<file path="src/rtl/cpuPkg.sv">
`timescale 1ns/1ps
package cpuPkg;

  typedef enum logic [2:0] {
    PH_FETCH  = 3'd0,
    PH_DECODE = 3'd1,
    PH_OPER   = 3'd2,
    PH_EXEC   = 3'd3,
    PH_STORE  = 3'd4,
    PH_HALT   = 3'd5
  } phase_t;

  localparam logic [3:0] OP_LDD  = 4'd0;  // d = mem[k]
  localparam logic [3:0] OP_STD  = 4'd1;  // mem[k] = d
  localparam logic [3:0] OP_STI  = 4'd2;  // mem[d] = s
  localparam logic [3:0] OP_LDI  = 4'd3;  // d = k
  localparam logic [3:0] OP_ADD  = 4'd4;
  localparam logic [3:0] OP_SUB  = 4'd5;
  localparam logic [3:0] OP_JZ   = 4'd6;
  localparam logic [3:0] OP_LAST = OP_JZ;

  typedef struct packed {
    logic irLoad;
    logic opsLoad;
    logic resLoad;
    logic regWrite;
    logic memWrite;
    logic pcLoad;
  } strobes_t;

endpackage

</file>
<file path="src/rtl/cpuRegFile.sv">
`timescale 1ns/1ps
module cpuRegFile #(
  parameter int DATA_W  = 8,
  parameter int REG_CNT = 16,
  localparam int IDX_W  = $clog2(REG_CNT)
) (
  input  logic              clk,
  input  logic              rst,
  input  logic [IDX_W-1:0]  rdIdxA,
  input  logic [IDX_W-1:0]  rdIdxB,
  input  logic              wrEn,
  input  logic [IDX_W-1:0]  wrIdx,
  input  logic [DATA_W-1:0] wrData,
  output logic [DATA_W-1:0] rdDataA,
  output logic [DATA_W-1:0] rdDataB
);

  logic [DATA_W-1:0] regs [REG_CNT];

  for (genvar g = 0; g < REG_CNT; g++) begin : gReg
    always_ff @(posedge clk) begin
      if (rst) begin
        regs[g] <= '0;
      end else if (wrEn && wrIdx == IDX_W'(g)) begin
        regs[g] <= wrData;
      end
    end
  end

  assign rdDataA = regs[rdIdxA];
  assign rdDataB = regs[rdIdxB];

endmodule

</file>
<file path="src/rtl/cpuCtrl.sv">
`timescale 1ns/1ps
module cpuCtrl
  import cpuPkg::*;
(
  input  logic       clk,
  input  logic       rst,
  input  logic [3:0] fetchOp,
  input  logic [3:0] irOp,
  output strobes_t   strobes,
  output phase_t     phase,
  output logic       halted
);

  phase_t phaseNext;

  always_ff @(posedge clk) begin
    if (rst) phase <= PH_FETCH;
    else     phase <= phaseNext;
  end

  always_comb begin
    phaseNext = phase;
    strobes   = '0;
    case (phase)
      PH_FETCH:  phaseNext = PH_DECODE;
      PH_DECODE: begin
        if (fetchOp > OP_LAST) begin
          phaseNext = PH_HALT;
        end else begin
          strobes.irLoad = 1'b1;
          phaseNext      = PH_OPER;
        end
      end
      PH_OPER: begin
        strobes.opsLoad = 1'b1;
        phaseNext       = PH_EXEC;
      end
      PH_EXEC: begin
        strobes.resLoad = 1'b1;
        phaseNext       = PH_STORE;
      end
      PH_STORE: begin
        case (irOp)
          OP_LDD, OP_LDI, OP_ADD, OP_SUB: strobes.regWrite = 1'b1;
          OP_STD, OP_STI:                 strobes.memWrite = 1'b1;
          default: ;
        endcase
        strobes.pcLoad = 1'b1;
        phaseNext      = PH_FETCH;
      end
      PH_HALT:  phaseNext = PH_HALT;
      default:  phaseNext = PH_HALT;
    endcase
  end

  assign halted = (phase == PH_HALT);

endmodule

</file>
<file path="src/rtl/cpuDatapath.sv">
`timescale 1ns/1ps
module cpuDatapath
  import cpuPkg::*;
#(
  parameter int DATA_W  = 8,
  parameter int PC_W    = 10,
  parameter int REG_CNT = 16,
  localparam int INSTR_W = 2 * DATA_W,
  localparam int IDX_W   = $clog2(REG_CNT)
) (
  input  logic               clk,
  input  logic               rst,
  input  strobes_t           strobes,
  input  logic [INSTR_W-1:0] imemData,
  input  logic [DATA_W-1:0]  dmemRdData,
  output logic [PC_W-1:0]    pc,
  output logic [3:0]         irOp,
  output logic [DATA_W-1:0]  dmemAddr,
  output logic [DATA_W-1:0]  dmemWrData
);

  logic [INSTR_W-1:0] ir;
  logic [DATA_W-1:0]  opA, opB, res, aluOut;
  logic [DATA_W-1:0]  rdA, rdB, field;
  logic [IDX_W-1:0]   idxD, idxS;
  logic [PC_W-1:0]    pcNext, branchOff;

  assign irOp  = ir[INSTR_W-1 -: 4];
  assign idxD  = ir[INSTR_W-5 -: IDX_W];
  assign field = ir[DATA_W-1:0];
  assign idxS  = field[DATA_W-1 -: IDX_W];

  cpuRegFile #(.DATA_W(DATA_W), .REG_CNT(REG_CNT)) uRegs (
    .clk     (clk),
    .rst     (rst),
    .rdIdxA  (idxD),
    .rdIdxB  (idxS),
    .wrEn    (strobes.regWrite),
    .wrIdx   (idxD),
    .wrData  (res),
    .rdDataA (rdA),
    .rdDataB (rdB)
  );

  always_comb begin
    case (irOp)
      OP_LDD:  aluOut = dmemRdData;
      OP_LDI:  aluOut = field;
      OP_ADD:  aluOut = opA + opB;
      OP_SUB:  aluOut = opA - opB;
      default: aluOut = opA;
    endcase
  end

  assign branchOff = {{(PC_W-DATA_W){field[DATA_W-1]}}, field};

  always_comb begin
    if (irOp == OP_JZ && opA == '0) pcNext = pc + branchOff;
    else                            pcNext = pc + PC_W'(1);
  end

  always_ff @(posedge clk) begin
    if (rst) begin
      pc  <= '0;
      ir  <= '0;
      opA <= '0;
      opB <= '0;
      res <= '0;
    end else begin
      if (strobes.irLoad)  ir  <= imemData;
      if (strobes.opsLoad) begin
        opA <= rdA;
        opB <= rdB;
      end
      if (strobes.resLoad) res <= aluOut;
      if (strobes.pcLoad)  pc  <= pcNext;
    end
  end

  assign dmemAddr   = (irOp == OP_STI) ? opA : field;
  assign dmemWrData = (irOp == OP_STI) ? opB : opA;

endmodule

</file>
<file path="src/rtl/tinyCpu.sv">
`timescale 1ns/1ps
module tinyCpu
  import cpuPkg::*;
#(
  parameter int DATA_W  = 8,
  parameter int PC_W    = 10,
  parameter int REG_CNT = 16,
  localparam int INSTR_W = 2 * DATA_W
) (
  input  logic               clk,
  input  logic               rst,
  output logic [PC_W-1:0]    imemAddr,
  input  logic [INSTR_W-1:0] imemData,
  output logic [DATA_W-1:0]  dmemAddr,
  output logic [DATA_W-1:0]  dmemWrData,
  output logic               dmemWe,
  input  logic [DATA_W-1:0]  dmemRdData,
  output logic               halted
);

  strobes_t ctrlStrobes;
  phase_t   ctrlPhase;
  logic [3:0] irOp;

  cpuCtrl uCtrl (
    .clk     (clk),
    .rst     (rst),
    .fetchOp (imemData[INSTR_W-1 -: 4]),
    .irOp    (irOp),
    .strobes (ctrlStrobes),
    .phase   (ctrlPhase),
    .halted  (halted)
  );

  cpuDatapath #(.DATA_W(DATA_W), .PC_W(PC_W), .REG_CNT(REG_CNT)) uPath (
    .clk        (clk),
    .rst        (rst),
    .strobes    (ctrlStrobes),
    .imemData   (imemData),
    .dmemRdData (dmemRdData),
    .pc         (imemAddr),
    .irOp       (irOp),
    .dmemAddr   (dmemAddr),
    .dmemWrData (dmemWrData)
  );

  assign dmemWe = ctrlStrobes.memWrite;

endmodule

</file>
<file path="config.mk">
export PLATFORM = sky130hd
export DESIGN_NAME = tinyCpu
export DESIGN_NICKNAME = d
export VERILOG_FILES = /design/src/rtl/cpuPkg.sv /design/src/rtl/cpuRegFile.sv /design/src/rtl/cpuCtrl.sv /design/src/rtl/cpuDatapath.sv /design/src/rtl/tinyCpu.sv
export SDC_FILE = /design/constraint.sdc
export NUM_CORES = 1
export LEC_CHECK = 0
export ABC_AREA = 1
export CAP_MARGIN = 20
export CORE_MARGIN = 2
export CORE_UTILIZATION = 55
export DETAILED_ROUTE_END_ITERATION = 6
export DONT_BUFFER_PORTS = 1
export GPL_TIMING_DRIVEN = 0
export PLACE_DENSITY_LB_ADDON = 0.25
export SYNTH_ARGS = -nofsm -noshare
export SYNTH_HDL_FRONTEND = slang
export SYNTH_SLANG_ARGS = --single-unit
export TNS_END_PERCENT = 1
</file>
<file path="constraint.sdc">
create_clock -name clk -period 2.42 [get_ports clk]
set_clock_uncertainty 0.05 [all_clocks]
set_input_delay 0.605 -clock clk [delete_from_list [all_inputs] [get_ports clk]]
set_output_delay 0.605 -clock clk [all_outputs]
set_load 0.1 [all_outputs]
</file>
==> metrics.md <==
| Metric | Value |
|---|---|
| Internal | `5.707 mW` |
| Simple-gate portion of the synthesized area | `0.2389` |
| Mapped Avg Cell Area | `8.573 µm²` |
| Global router's overall resource usage | `0.3708` |
| Synthesized area | `10390 µm²` |
| Max-Cap Viols | `0` |
| Sink Count | `181` |
| Initial Utilization | `0.5573` |
| Pre-Repair DR Iteration Count | `6` |
| Final WL | `37460 µm` |
| Die Width | `141.4 µm` |
| RSZ-0062 raised after global routing | `yes` |
| Slew headroom | `0.2133` |
| Global placement routability congestion | `1.041` |
| Post-route minimum period | `2.573 ns` |
| Sw Ratio | `0.3524` |
| Post-synthesis mux area share | `0` |
| Final worst slack | `-0.1526 ns` |
| Total power | `8.813 mW` |
| CORE AREA | `18640 µm²` |
| Dpl hpwl | `26550 µm` |
| Outcome | `finished with violations` |
| Worst skew pair latency | `0.45 ns` |
| Fin Hold WS | `0.2794 ns` |
| # setup viols final | `22` |
| Initial antenna violation count | `0` |
| Final period util | `1.063` |
| PD cells | `733.9 nW/µm²` |
| Inserted Diodes | `0` |
| Hold-fix buffers at CTS | `0` |
| Number of synthesized register bits | `181` |
| CP arrival | `1.92 ns` |
| Die area | `20010 µm²` |
| Largest net degree at the start of global routing | `17` |
| Vias/cell | `6.614` |
| Fin area | `12010 µm²` |
| Peak VDD IR | `0.4933 mV` |
| PortBufs | `0` |
| DP Area | `10780 µm²` |
| Initial DRC Count | `1652` |
| Drt wl/cell | `25.09 µm` |
| Leak | `4.383 nW` |
| Layout cells sized above 1 | `0.2113` |
| Hold crit path type | `primary input to flip-flop` |
| Worst slack at placement | `-0.4985 ns` |
| Complex-gate fraction of the synthesized area | `0.1879` |
| Area Growth Syn to Fin | `15.58%` |
| Post-route ant nets | `0` |
| Largest family of logic cells by synthesized area | `simple AND/OR/NAND/NOR gates` |
| Vias in the first global route | `9234` |
| CTS root buffer | `clkbuf_16` |
| CTS tree | `built` |
| Critical path class | `flip-flop to output pin` |
| Drc violations | `0` |
| Cell row count | `50` |
| Overflow after GRT | `0` |
| Share of the yosys chip area belonging to registers | `0.4721` |
| Final hold vios | `0` |
| Combinational power share | `0.246` |
| Failing checks | `setup timing` |
| Nets | `1291` |
| Vias | `9875` |
| Clock share of power | `0.334` |
| Htree depth | `4` |
| Required time of the critical path | `1.76 ns` |
| Adder-Cell Fraction of Synth Area | `0.02433` |
| I/O pins | `54` |
| Sequential share of power | `0.420` |
| Crit start category | `flip-flop` |
| Ys Warns | `0` |
| Worst Tran Pin Value | `1.180 ns` |
| Kind of end point of the critical path | `output pin` |
| Crit Path Max Fanout | `6` |
| Final slew viol count | `0` |
| Cts bufs inserted | `17` |
| Post-synthesis cell type count | `44` |
| Die Y-Extent | `141.4 µm` |
| Clk buf depth | `2` |
| Fmax | `388.7 MHz` |
| First-pass GRT wire length | `54570 µm` |
| Clock Pin Slew Worst Setup and Hold Paths | `0.07 ns` |
| Syn_nets | `1257` |
| XOR/XNOR Fraction of Synth Area | `0.009273` |
| P_sw | `3.106 mW` |
| Synth Instances | `1212` |
## final timing paths
kind / start / endpoint / slack [ns] / depth (start not counted)
max: uPath.ir[13]$_SDFFE_PP0P_ / dmemAddr[0] / -0.15 / 5
min: imemData[12] / uPath.ir[12]$_SDFFE_PP0P_ / 0.28 / 2
max reg2reg: uPath.pc[2]$_SDFFE_PP0P_ / uPath.pc[7]$_SDFFE_PP0P_ / -0.04 / 9
min reg2reg: uPath.res[6]$_SDFFE_PP0P_ / uPath.res[6]$_SDFFE_PP0P_ / 0.43 / 2
## cells in the mapped netlist
| cell type | instances | area [µm²] |
|---|---|---|
| o21ai_0 | 127 | 635.6 |
| nor2_4 | 3 | 33.78 |
| o221ai_1 | 4 | 35.03 |
| buf_6 | 1 | 11.26 |
| dfxtp_1 | 53 | 1061 |
| nor2_8 | 4 | 80.08 |
| nor2_1 | 207 | 777.0 |
| nand3_1 | 46 | 230.2 |
| o22ai_1 | 3 | 18.77 |
| nand2_4 | 2 | 22.52 |
| or2_2 | 1 | 6.260 |
| nor3_2 | 1 | 10.01 |
| edfxtp_1 | 128 | 3844 |
| a21oi_1 | 48 | 240.2 |
| ha_1 | 17 | 212.7 |
| clkbuf_1 | 43 | 161.4 |
| a41oi_1 | 9 | 78.83 |
| nor2_2 | 60 | 375.4 |
| buf_2 | 21 | 105.1 |
| inv_2 | 10 | 37.54 |
| inv_1 | 98 | 367.9 |
| a31oi_1 | 2 | 12.51 |
| nand2_1 | 141 | 529.3 |
| nand3_4 | 17 | 297.8 |
| a21o_1 | 1 | 7.510 |
| buf_1 | 2 | 7.510 |
| o21ai_1 | 18 | 90.09 |
| o31ai_1 | 3 | 22.52 |
| xnor2_1 | 3 | 26.28 |
| a22oi_1 | 64 | 480.5 |
| o211ai_1 | 39 | 292.8 |
| or2_0 | 1 | 6.260 |
| nand2_8 | 1 | 20.02 |
| fa_1 | 2 | 40.04 |
| o21bai_1 | 2 | 15.01 |
| xor2_1 | 8 | 70.07 |
| a21boi_0 | 1 | 7.510 |
| nand2_2 | 1 | 6.260 |
| nor3_1 | 8 | 40.04 |
| a21boi_1 | 1 | 7.510 |
| clkinv_1 | 3 | 11.26 |
| nand4_1 | 6 | 37.54 |
| a211oi_1 | 1 | 7.510 |
| nand3_2 | 1 | 10.01 |
## placed cells by master (no fill, tap or decap), drive strengths merged, types with 17 or more instances in the layout
master / instances
inv: 112
ha: 17
nand3: 64
nand2: 145
edfxtp: 128
a21oi: 48
nor2: 274
o211ai: 39
dfxtp: 53
o21ai: 145
a22oi: 64
clkbuf: 61
buf: 40
## power groups by stage
stage	clock network [mW]	logic, mW	registers, mW
CTS	2.92	1.97	3.69
finish	2.94	2.17	3.70
global route	3.04	2.29	3.71
global placement	0	1.80	3.74
floorplan	0	1.35	3.70
detailed placement	0	1.85	3.75
## worst max-delay path, cell delays in order, from the launching register on
cell and delay, ns:
dfxtp_2 0.37, inv_2 0.09, nor2_4 0.13, nand2_4 0.10, clkbuf_16 0.19, o21ai_4 0.59
## state kept, by name, indices dropped and copies added, names as in the netlist
name / cells
uPath.uRegs.regs: 128
uPath.ir: 16
uPath.pc: 10
uPath.opA: 8
uPath.opB: 8
uPath.res: 8
uCtrl.phase: 3
## layout make-up
cell class / instances / area (µm²)
inverter: 111 / 426.7
fill: 1508 / 6634
buffer: 65 / 325.3
tap: 234 / 292.8
multi-input combinational: 853 / 5286
sequential: 181 / 4931
clock inverter: 13 / 171.4
clock buffer: 19 / 432.9
timing repair buffer: 17 / 142.6
## through the flow
step / setup TNS, ns / utilization / instances
after floorplan: -9.264 / - / 1212
after global placement: -24.47 / 0.5736 / 1446
after detailed placement: -23.30 / 0.5783 / 1447
after CTS: -4.010 / 0.6296 / 1484
after global routing: -4.455 / 0.6442 / 1493
final: -2.166 / 0.6442 / 1493
## what timing repair did
item / CTS / global route
resized for setup: 73 / 69
endpoints found under the setup margin: 159 / 121
setup buffers: 6 / 9
pin swaps: 6 / 19
gates cloned: 0 / 1
## kinds of logic after synthesis
family / count (synthesis)
AO/OA/AOI/OAI: 323
XOR/XNOR: 11
adder cells (fa/ha/maj): 19
buffers and inverters: 178
flip-flops: 181
AND/OR/NAND/NOR: 500
## per-layer routing
layer	vias up	GRT usage	wire (µm)
li1	4275	-	-
met1	4608	0.4620	13450
met2	789	0.5792	16750
met3	203	0.1016	4612
met4	0	0.2216	2653
met5	-	0	0
(Power assumes the default switching activity.)
